===== config.mk =====
export PLATFORM = sky130hd
export DESIGN_NAME = rxc_boot_seq
export DESIGN_NICKNAME = d
export VERILOG_FILES = /design/src/rtl/rxc_boot_pkg.sv /design/src/rtl/rxc_bus_master.sv /design/src/rtl/rxc_settle_timer.sv /design/src/rtl/rxc_band_check.sv /design/src/rtl/rxc_boot_seq.sv
export SDC_FILE = /design/constraint.sdc
export NUM_CORES = 1
export LEC_CHECK = 0
export BUFFER_PORTS_ARGS = -buffer_cell sky130_fd_sc_hd__buf_2
export CAP_MARGIN = 20
export CORE_ASPECT_RATIO = 1.4
export CORE_UTILIZATION = 41
export DETAILED_ROUTE_END_ITERATION = 10
export GPL_TIMING_DRIVEN = 0
export MAX_ROUTING_LAYER = met4
export PLACE_DENSITY_LB_ADDON = 0.2
export SYNTH_ARGS = -nofsm -noshare
export SYNTH_HDL_FRONTEND = slang
export SYNTH_SLANG_ARGS = --single-unit

===== constraint.sdc =====
create_clock -name clk -period 5.5 [get_ports clk]
set_clock_uncertainty 0.15 [all_clocks]
set_input_delay 0.55 -clock clk [delete_from_list [all_inputs] [get_ports clk]]
set_output_delay 0.55 -clock clk [all_outputs]
set_load 0.005 [all_outputs]

===== src/rtl/rxc_boot_pkg.sv =====
package rxc_boot_pkg;
  typedef enum logic [2:0] {
    S_IDLE,
    S_SKEW,
    S_DIS,
    S_EN1,
    S_EN2,
    S_WAIT,
    S_RLOCK,
    S_RDEL
  } seq_state_t;
endpackage


===== src/rtl/rxc_bus_master.sv =====
module rxc_bus_master #(
  parameter int AW = 8,
  parameter int DW = 8
) (
  input  logic          clk,
  input  logic          rst,
  input  logic          go,
  input  logic          we_i,
  input  logic [AW-1:0] addr_i,
  input  logic [DW-1:0] wdata_i,
  output logic          bus_req,
  output logic          bus_we,
  output logic [AW-1:0] bus_addr,
  output logic [DW-1:0] bus_wdata,
  input  logic          bus_ack,
  input  logic [DW-1:0] bus_rdata,
  output logic          xfer_done,
  output logic [DW-1:0] rdata_q
);

  always_ff @(posedge clk) begin
    if (rst) begin
      bus_req   <= 1'b0;
      bus_we    <= 1'b0;
      bus_addr  <= '0;
      bus_wdata <= '0;
      xfer_done <= 1'b0;
      rdata_q   <= '0;
    end else begin
      xfer_done <= 1'b0;
      if (!bus_req && go) begin
        bus_req   <= 1'b1;
        bus_we    <= we_i;
        bus_addr  <= addr_i;
        bus_wdata <= wdata_i;
      end else if (bus_req && bus_ack) begin
        bus_req   <= 1'b0;
        xfer_done <= 1'b1;
        rdata_q   <= bus_rdata;
      end
    end
  end


  req_hold_chk: assert property (@(posedge clk) disable iff (rst)
    (bus_req && !bus_ack) |=> (bus_req && $stable(bus_we) && $stable(bus_addr) && $stable(bus_wdata)));


  req_drop_chk: assert property (@(posedge clk) disable iff (rst)
    (bus_req && bus_ack) |=> !bus_req);

endmodule


===== src/rtl/rxc_settle_timer.sv =====
module rxc_settle_timer #(
  parameter int CYCLES = 135000,
  localparam int CW = $clog2(CYCLES + 1)
) (
  input  logic clk,
  input  logic rst,
  input  logic run,
  output logic expired
);

  logic [CW-1:0] cnt;

  always_ff @(posedge clk) begin
    if (rst || !run) cnt <= '0;
    else             cnt <= cnt + 1'b1;
  end

  assign expired = run && (cnt == CW'(CYCLES - 1));

endmodule


===== src/rtl/rxc_band_check.sv =====
module rxc_band_check #(
  parameter int W = 8
) (
  input  logic [W-1:0] code,
  input  logic [W-1:0] lo,
  input  logic [W-1:0] hi,
  output logic         in_band
);

  assign in_band = (code >= lo) && (code <= hi);

endmodule


===== src/rtl/rxc_boot_seq.sv =====
module rxc_boot_seq
  import rxc_boot_pkg::*;
#(
  parameter int ADDR_W        = 8,
  parameter int DATA_W        = 8,
  parameter int SETTLE_CYCLES = 135000,
  parameter int MAX_RETRY     = 8,
  parameter logic [ADDR_W-1:0] SKEW_ADDR  = 8'h13,
  parameter logic [DATA_W-1:0] SKEW_VAL   = 8'h72,
  parameter logic [ADDR_W-1:0] CTRL_ADDR  = 8'h10,
  parameter logic [DATA_W-1:0] CTRL_OFF   = 8'h00,
  parameter logic [DATA_W-1:0] CTRL_ARM   = 8'h02,
  parameter logic [DATA_W-1:0] CTRL_RUN   = 8'h03,
  parameter logic [ADDR_W-1:0] LOCK_ADDR  = 8'h21,
  parameter logic [DATA_W-1:0] LOCK_OK    = 8'h05,
  parameter logic [ADDR_W-1:0] DELAY_ADDR = 8'h22,
  localparam int RETRY_W = $clog2(MAX_RETRY + 1)
) (
  input  logic               clk,
  input  logic               rst,
  input  logic               start,
  input  logic [DATA_W-1:0]  guard_lo,
  input  logic [DATA_W-1:0]  guard_hi,
  output logic               bus_req,
  output logic               bus_we,
  output logic [ADDR_W-1:0]  bus_addr,
  output logic [DATA_W-1:0]  bus_wdata,
  input  logic               bus_ack,
  input  logic [DATA_W-1:0]  bus_rdata,
  output logic               done,
  output logic               pass,
  output logic               fail,
  output logic [RETRY_W-1:0] retry_cnt
);

  seq_state_t        state;
  logic              issued;
  logic              go;
  logic              acc_we;
  logic [ADDR_W-1:0] acc_addr;
  logic [DATA_W-1:0] acc_wdata;
  logic              xdone;
  logic [DATA_W-1:0] rd_q;
  logic              expired;
  logic              in_band;
  logic              bad_result;
  logic              at_limit;

  // Access selected by the current step
  always_comb begin
    acc_we    = 1'b1;
    acc_addr  = CTRL_ADDR;
    acc_wdata = CTRL_OFF;
    case (state)
      S_SKEW:  begin acc_addr = SKEW_ADDR; acc_wdata = SKEW_VAL; end
      S_EN1:   acc_wdata = CTRL_ARM;
      S_EN2:   acc_wdata = CTRL_RUN;
      S_RLOCK: begin acc_we = 1'b0; acc_addr = LOCK_ADDR; acc_wdata = '0; end
      S_RDEL:  begin acc_we = 1'b0; acc_addr = DELAY_ADDR; acc_wdata = '0; end
      default: ;
    endcase
  end

  assign go = !issued && (state != S_IDLE) && (state != S_WAIT);

  rxc_bus_master #(.AW(ADDR_W), .DW(DATA_W)) u_master (
    .clk       (clk),
    .rst       (rst),
    .go        (go),
    .we_i      (acc_we),
    .addr_i    (acc_addr),
    .wdata_i   (acc_wdata),
    .bus_req   (bus_req),
    .bus_we    (bus_we),
    .bus_addr  (bus_addr),
    .bus_wdata (bus_wdata),
    .bus_ack   (bus_ack),
    .bus_rdata (bus_rdata),
    .xfer_done (xdone),
    .rdata_q   (rd_q)
  );

  rxc_settle_timer #(.CYCLES(SETTLE_CYCLES)) u_timer (
    .clk     (clk),
    .rst     (rst),
    .run     (state == S_WAIT),
    .expired (expired)
  );

  rxc_band_check #(.W(DATA_W)) u_band (
    .code    (rd_q),
    .lo      (guard_lo),
    .hi      (guard_hi),
    .in_band (in_band)
  );

  assign bad_result = xdone && (((state == S_RLOCK) && (rd_q != LOCK_OK)) ||
                                ((state == S_RDEL) && !in_band));
  assign at_limit   = (retry_cnt == RETRY_W'(MAX_RETRY));

  always_ff @(posedge clk) begin
    if (rst) begin
      state     <= S_IDLE;
      issued    <= 1'b0;
      done      <= 1'b0;
      pass      <= 1'b0;
      fail      <= 1'b0;
      retry_cnt <= '0;
    end else begin
      done <= 1'b0;
      if (go)    issued <= 1'b1;
      if (xdone) issued <= 1'b0;
      if (bad_result) begin
        if (at_limit) begin
          state <= S_IDLE;
          done  <= 1'b1;
          fail  <= 1'b1;
        end else begin
          retry_cnt <= retry_cnt + 1'b1;
          state     <= S_DIS;
        end
      end else begin
        case (state)
          S_IDLE: if (start) begin
            state     <= S_SKEW;
            pass      <= 1'b0;
            fail      <= 1'b0;
            retry_cnt <= '0;
          end
          S_SKEW:  if (xdone) state <= S_DIS;
          S_DIS:   if (xdone) state <= S_EN1;
          S_EN1:   if (xdone) state <= S_EN2;
          S_EN2:   if (xdone) state <= S_WAIT;
          S_WAIT:  if (expired) state <= S_RLOCK;
          S_RLOCK: if (xdone) state <= S_RDEL;
          S_RDEL:  if (xdone) begin
            state <= S_IDLE;
            done  <= 1'b1;
            pass  <= 1'b1;
          end
          default: state <= S_IDLE;
        endcase
      end
    end
  end


  wait_quiet_chk: assert property (@(posedge clk) disable iff (rst)
    (state == S_WAIT) |-> !bus_req);


  retry_cap_chk: assert property (@(posedge clk) disable iff (rst)
    retry_cnt <= RETRY_W'(MAX_RETRY));


  fail_at_limit_chk: assert property (@(posedge clk) disable iff (rst)
    fail |-> (retry_cnt == RETRY_W'(MAX_RETRY)));


  done_pulse_chk: assert property (@(posedge clk) disable iff (rst)
    done |=> !done);


  outcome_excl_chk: assert property (@(posedge clk) disable iff (rst)
    !(pass && fail));


  idle_after_done_chk: assert property (@(posedge clk) disable iff (rst)
    done |=> !bus_req);

endmodule


==> results of run 1 <==
metal layers:
layer / vias to the layer above / GRT usage (%) / routed length [um]
li1: 1180 / - / -
met1: 1014 / 17.70 / 2155
met3: 9 / 3.560 / 186
met2: 47 / 32.44 / 2851
met5: - / - / 0
met4: 0 / 6.803 / 110
tightest hold or removal path, cell delays in order (launching register included):
cell and delay [ns]:
dfxtp_1 0.32, nand2_1 0.05, a21oi_1 0.05
layout make-up:
cell class	instances	area share (%)
multi-input cells	232	48.90
well taps	70	2.906
plain buffers	19	3.528
clock buffers	7	2.864
inverters	24	2.989
repair buffers	44	7.306
clock inverters	1	0.2906
flip-flops and latches	47	31.22
how the worst max path moves through the flow:
| stage | cells after the start | endpoint | slack, ns | start |
|---|---|---|---|---|
| final | 7 | retry_cnt[0] | 3.18 | u_master.rdata_q[5] |
| after global routing | 8 | u_master.bus_addr[5] | 2.95 | state[1] |
| after global placement | 9 | retry_cnt[0] | 2.88 | guard_lo[5] |
| after floorplan | 8 | retry_cnt[0] | 3.13 | guard_lo[2] |
| after CTS | 7 | retry_cnt[0] | 3.17 | u_master.rdata_q[5] |
| after detailed placement | 9 | retry_cnt[0] | 2.87 | guard_lo[5] |
registers in the layout (all words and copies together) (netlist names), 3 cells and up:
| name | cells |
|---|---|
| retry_cnt | 4 |
| state | 3 |
| u_master.bus_addr | 4 |
| u_master.bus_wdata | 3 |
| u_master.rdata_q | 8 |
| u_timer.cnt | 18 |
metrics by stage:
| step | worst slack [ns] | std cells | cell area, um2 | utilization, % |
|---|---|---|---|---|
| detailed placement | 2.869 | 436 | 2919 | 48.76 |
| global route | 2.949 | 444 | 3014 | 50.34 |
| finish | 3.176 | 444 | 3014 | 50.34 |
| floorplan | 3.125 | 322 | 2611 | - |
| CTS | 3.170 | 444 | 3014 | 50.34 |
| global placement | 2.882 | 436 | 2919 | 48.76 |
power groups by stage:
stage                     clock network, uW  logic [uW]  registers (uW)
after floorplan                           0         205             418
after global placement                    0         287             423
after detailed placement                  0         291             424
after CTS                               225         293             416
after global routing                    239         337             422
final                                   219         292             415
kinds of logic (layout without fill, tap and decap cells):
logic type / after synthesis / in the layout / share of synthesized area, %
multiplexers: 3 / 3 / 1.353
other: 1 / 7 / 0.1449
AND/OR/NAND/NOR: 130 / 130 / 24.46
XOR/XNOR: 14 / 14 / 4.737
adder cells (fa/ha/maj): 23 / 23 / 11.12
buffers and inverters: 43 / 95 / 7.588
flip-flops: 47 / 47 / 36.35
AO/OA/AOI/OAI: 55 / 55 / 14.26
cells in the final DEF, fill, tap and decap left out, types with 3 or more instances in the layout:
| master | n |
|---|---|
| a211o_1 | 3 |
| a21oi_1 | 28 |
| and2_1 | 3 |
| and3_1 | 4 |
| buf_2 | 45 |
| buf_4 | 9 |
| clkbuf_1 | 8 |
| clkbuf_8 | 6 |
| conb_1 | 7 |
| dfxtp_1 | 47 |
| ha_1 | 23 |
| inv_1 | 24 |
| nand2_1 | 33 |
| nand2b_1 | 6 |
| nand3_1 | 21 |
| nand4_1 | 4 |
| nor2_1 | 34 |
| nor3_1 | 5 |
| nor3b_1 | 3 |
| nor4b_1 | 4 |
| o21ai_0 | 7 |
| or3_1 | 6 |
| xnor2_1 | 3 |
| xor2_1 | 11 |
==> results.yml, run 1 <==
status:
  status: "finished, final reports clean"
global_routing:
  antenna_found_initial: 0
  grt_max_degree: 15
  grt_pass1_vias: 2084
  grt_usage_pct: 17.31
  grt_pass1_wl_mm: 9.025
  grt-ovfl-total: 0
worst_setup_path:
  endpoint_kind: "register"
  required_ns: 5.55
  arrival_ns: 2.38
  rrSetupSlack_ns: 3.18
  crit_type: "register to register"
  worstSetupStartpointType: "register"
  timing.rr.start: "u_master.rdata_q[5]"
  path_cells: "ha_1 > a21o_1 > a221oi_2 > o21ai_1 > a41oi_4 > nand2_2 > mux2_4"
  cp_max_fo: 8
  r2r-end: "retry_cnt[0]"
  slowest_stage: "dfxtp_1"
  cp_num_buf_inv: 0
  cp_top_family: "compound AO/OA/AOI/OAI gates"
  ff2ff_path_depth: 7
  max_stage_delay_ns: 0.40
floorplan:
  die_area_um2: 6640
  die_y_um: 96.02
  pin_count: 53
  core_region_area_um2: 5987
  start_util_pct: 43.24
  row_count: 33
  die_x_um: 69.16
hold_path:
  hold_depth: 2
  min_from: "u_master.bus_wdata[1]"
  min_path_type: "register to register"
  hold_end: "u_master.bus_wdata[1]"
pwr:
  p_sw_uw: 318.9
  power.density_nw_per_um2: 307.2
  switching_share_pct: 34.44
  combPwrFrac_pct: 31.5
  pwr-share-seq_pct: 44.8
  peakVddDrop_mv: 0.1738
  power_uw: 926.0
  intPower_uw: 607.0
  p_clk_share_pct: 23.7
  p_leak_uw: 0.001310
place:
  routabilityCongestion: 0.8488
  io_buffers: 44
  dp_hpwl_mm: 4.175
clock_tree:
  cts_root_buf: "clkbuf_8"
  cts_tree: "yes"
  cts_resized: 0
  cts.sinks: 47
  clock_path_buffers: 2
  cts.clk_slew.worst_paths_ns: 0.09
  ctsHoldBuffers: 0
  worstSkewPairLatency_ns: 0.30
  postCtsSetupBuffers: 0
  cts_buffers: 5
  htreeDepth: 2
routing:
  vias_per_cell: 5.068
  postRouteAntennaNets: 0
  drt-initial-drc-count: 89
  via_count: 2250
  wl_per_cell_um: 11.94
  drt-total-wl_mm: 5.303
  dr.pass1.iters: 4
  drcViolationCount: 0
synthesis:
  syn_area_um2: 2589
  synth.area.top_cells: "dfxtp_1, ha_1, a21oi_1, nor2_1, nand2_1"
  synth_top_area_share_pct: 36.35
  synth.most_common_cell: "dfxtp_1"
  yosysWarnings: 0
  netlist.top_cell.by_area: "dfxtp_1"
  yosysUniqueCellTypes: 44
  ys.flop_type: "dfxtp_1"
  yosysSeqAreaShare_pct: 36.35
  synth_seq_cells: 47
  yosys-top-cells-count: "dfxtp_1, nor2_1, nand2_1, a21oi_1, inv_1"
  synth_edf_count: 0
  netlist_instances: 316
  syn_avg_cell_area_um2: 8.192
  async_flop_share_pct: 0
sta:
  setup_viol: 0
  rsz0062_at_grt: "no"
  hold_violations: 0
  slew_viol_final: 0
  fmax_mhz: 430.4
  holdWs_ns: 0.3040
  tightest_slew_ns: 0.6735
  finalCriticalPeriod_ns: 2.324
  fin_setup_tns_ns: 0
  fin_crit_sh_pct: 42.25
  max-slew-margin-rel_pct: 54.75
final_layout:
  syn_to_final_growth_pct: 16.43
  nFillCells: 605
  layout-drive-gt1-share_pct: 18.18
  multi_input_area_um2: 1474
  regArea_um2: 940.9
  final_nets: 424
  n_antenna_cell: 0
job:
  maxCapViolCount: 0
No activity file was read; power rests on OpenSTA's default activity.
==> run 2, diff against run 1 <==
- ABC_AREA: default -> 1
- clock period: 5.5 -> 2.2 ns (I/O delays scaled with it)
==> run 2 against run 1 <==
Net effect: worst setup slack got worse by 3.0 ns; largest power group unchanged; design area rose by 5.9%; critical endpoint is now retry_cnt[3]; register-to-register slack got worse by 3.0 ns.
==> results.yml, run 2 <==
synthesis:
  synth_seq_cells: 47
  synth_edf_count: 0
  yosysUniqueCellTypes: 32
  synth.most_common_cell: "nand2_1"
  syn_avg_cell_area_um2: 7.124
  yosysSeqAreaShare_pct: 35.79
  ys.flop_type: "dfxtp_1"
  yosysWarnings: 0
  async_flop_share_pct: 0
  syn_area_um2: 2629
  netlist_instances: 369
  yosys-top-cells-count: "nand2_1, inv_1, dfxtp_1, nor2_1, a21oi_1"
  synth.area.top_cells: "dfxtp_1, nand2_1, ha_1, inv_1, a21oi_1"
  netlist.top_cell.by_area: "dfxtp_1"
  synth_top_area_share_pct: 35.79
worst_setup_path:
  slowest_stage: "dfxtp_1"
  crit_type: "register to register"
  worstSetupStartpointType: "register"
  ff2ff_path_depth: 13
  cp-startpoint: "u_master.rdata_q[7]"
  arrival_ns: 2.11
  cp_top_family: "simple AND/OR/NAND/NOR gates"
  cp_max_fo: 5
  endpoint: "retry_cnt[3]"
  max_stage_delay_ns: 0.36
  endpoint_kind: "register"
  path_cells: "ha_1 > nand2_1 > nor2_1 > nand2_1 > nand2_1 > nand2_1 > nand2_1 > nand2_2 > a21oi_2 > nand2_2 > nand2_2 > nand2_1 > a21oi_1"
  rrSetupSlack_ns: 0.18
  cp_num_buf_inv: 0
  r2r-end: "retry_cnt[3]"
  path_common_cell: "nand2_1"
  timing.rr.start: "u_master.rdata_q[7]"
  cp_num_cells: 13
  required_ns: 2.29
floorplan:
  pin_count: 53
  core_region_area_um2: 6211
  start_util_pct: 42.32
  die_x_um: 69.68
  die_y_um: 96.74
  die_area_um2: 6740
  row_count: 34
clock_tree:
  cts.clk_slew.worst_paths_ns: 0.09
  clock_path_buffers: 2
  cts_tree: "yes"
  worstSkewPairLatency_ns: 0.30
  htreeDepth: 2
  cts.sinks: 47
  cts_root_buf: "clkbuf_8"
  cts_buffers: 5
routing:
  wl_per_cell_um: 11.17
  via_count: 2426
  dr.pass1.iters: 4
  drt-total-wl_mm: 5.674
  postRouteAntennaNets: 0
  drt-initial-drc-count: 60
  drcViolationCount: 0
  vias_per_cell: 4.776
global_routing:
  grt_pass1_vias: 2276
  grt_usage_pct: 17.64
  grt-ovfl-total: 0
  grt_max_degree: 15
  antenna_found_initial: 0
  grt_pass1_wl_mm: 9.528
sta:
  fin_setup_tns_ns: 0
  finalCriticalPeriod_ns: 2.021
  slew_viol_final: 0
  rsz0062_at_grt: "no"
  hold_violations: 0
  max-slew-margin-rel_pct: 61.23
  fin_crit_sh_pct: 91.88
  fmax_mhz: 494.7
  setup_viol: 0
  tightest_slew_ns: 0.5794
hold_path:
  min_path_type: "primary input to register"
  min_from: "bus_ack"
final_layout:
  regArea_um2: 942.2
  final_nets: 486
  syn_to_final_growth_pct: 21.37
  largest_reg_flops: 18
  nFillCells: 652
  layout-drive-gt1-share_pct: 22.48
  final_common_cell: "nand2_1"
  regMostFlops: "u_timer.cnt"
  multi_input_area_um2: 1414
  fin_util_pct: 51.37
  layout_common_cells: "nand2_1, inv_1, dfxtp_1"
  n_antenna_cell: 0
  reg_top3: "u_timer.cnt x18, u_master.rdata_q x8"
status:
  status: "finished, final reports clean"
place:
  routabilityCongestion: 0.8076
  io_buffers: 44
  dp_hpwl_mm: 4.384
pwr:
  p_leak_uw: 0.001572
  power.density_nw_per_um2: 820.4
  power_uw: 2618
  peakVddDrop_mv: 0.3642
job:
  maxCapViolCount: 0
[run 2: cell types whose count changed in the layout (fill, tap and decap cells not counted), sizes merged, moves of 6 or more]
cell         delta
xor2            -9
nand2          +57
or3             -6
inv            +37
nand2b          -6
dlygate4sd3     +8
o21ai           +8
[run 2: cell type report]
cell class              instances  share of cell area [%]
plain buffers                  12                   2.588
clock buffers                   6                   2.588
clock inverters                 2                   1.098
inverters                      63                   7.412
multi-input cells             253                   44.31
flip-flops and latches         47                   29.53
well taps                      72                   2.824
repair buffers                 53                   9.647
[run 2: layer usage]
metal | GRT usage [%] | share of wire [%] | up-vias
met2 | 33.68 | 54 | 47
met1 | 17.44 | 42 | 1073
met5 | - | 0 | -
li1 | - | - | 1300
met3 | 3.750 | 3.7 | 6
met4 | 5.538 | 1.2 | 0
[run 2: report_power, final]
part / total (uW) / internal [uW] / switching, uW
sequential: 1070 / 976 / 93.7
clock: 661 / 368 / 293
combinational: 887 / 361 / 526
total: 2620 / 1700 / 913
[run 2: worst min-delay path by stage]
stage | endpoint | slack, ns | cells after the start
floorplan | u_master.rdata_q[1] | 0.17 | 2
finish | u_master.rdata_q[1] | 0.19 | 4
CTS | fail | 0.17 | 4
global route | u_master.rdata_q[1] | 0.22 | 4
detailed placement | u_master.rdata_q[1] | 0.27 | 3
global placement | u_master.rdata_q[1] | 0.27 | 3
[run 2: through the flow]
stage | instance area, um2 | instances | setup slack (ns) | hold slack, ns
3_3_place_gp | 2962 | 491 | -0.04604 | 0.2684
6_report | 3191 | 508 | 0.1787 | 0.1923
5_1_grt | 3191 | 508 | 0.008113 | 0.2236
2_1_floorplan | 2651 | 375 | 0.3473 | 0.1731
4_1_cts | 3168 | 508 | 0.01997 | 0.1746
3_5_place_dp | 2962 | 491 | -0.03650 | 0.2653
[run 2: worst reg2reg max path, stage by stage (launching register included)]
cell and delay (ns):
dfxtp_1 0.36, ha_1 0.31, nand2_1 0.08, nor2_1 0.14, nand2_1 0.07, nand2_1 0.05, nand2_1 0.05, nand2_1 0.08
nand2_2 0.08, a21oi_2 0.19, nand2_2 0.12, nand2_2 0.11, nand2_1 0.07, a21oi_1 0.11
[run 2: what timing repair did]
| action | CTS | global route |
|---|---|---|
| pin swaps | 1 | 0 |
| hold buffers | 8 | 0 |
| endpoints found under the setup margin | 4 | 12 |
| hold endpoints to repair | 8 | 0 |
| buffers inserted | 1 | 0 |
| gates resized for setup | 1 | 9 |
[run 2: kinds of logic after synthesis]
kind of cell | synth area share (%)
flops | 35.79
xor+xnor | 0.6665
fa+ha+maj | 10.95
other cells | 0.1427
buf+inv | 12.04
compound gates | 10.61
simple gates | 29.80
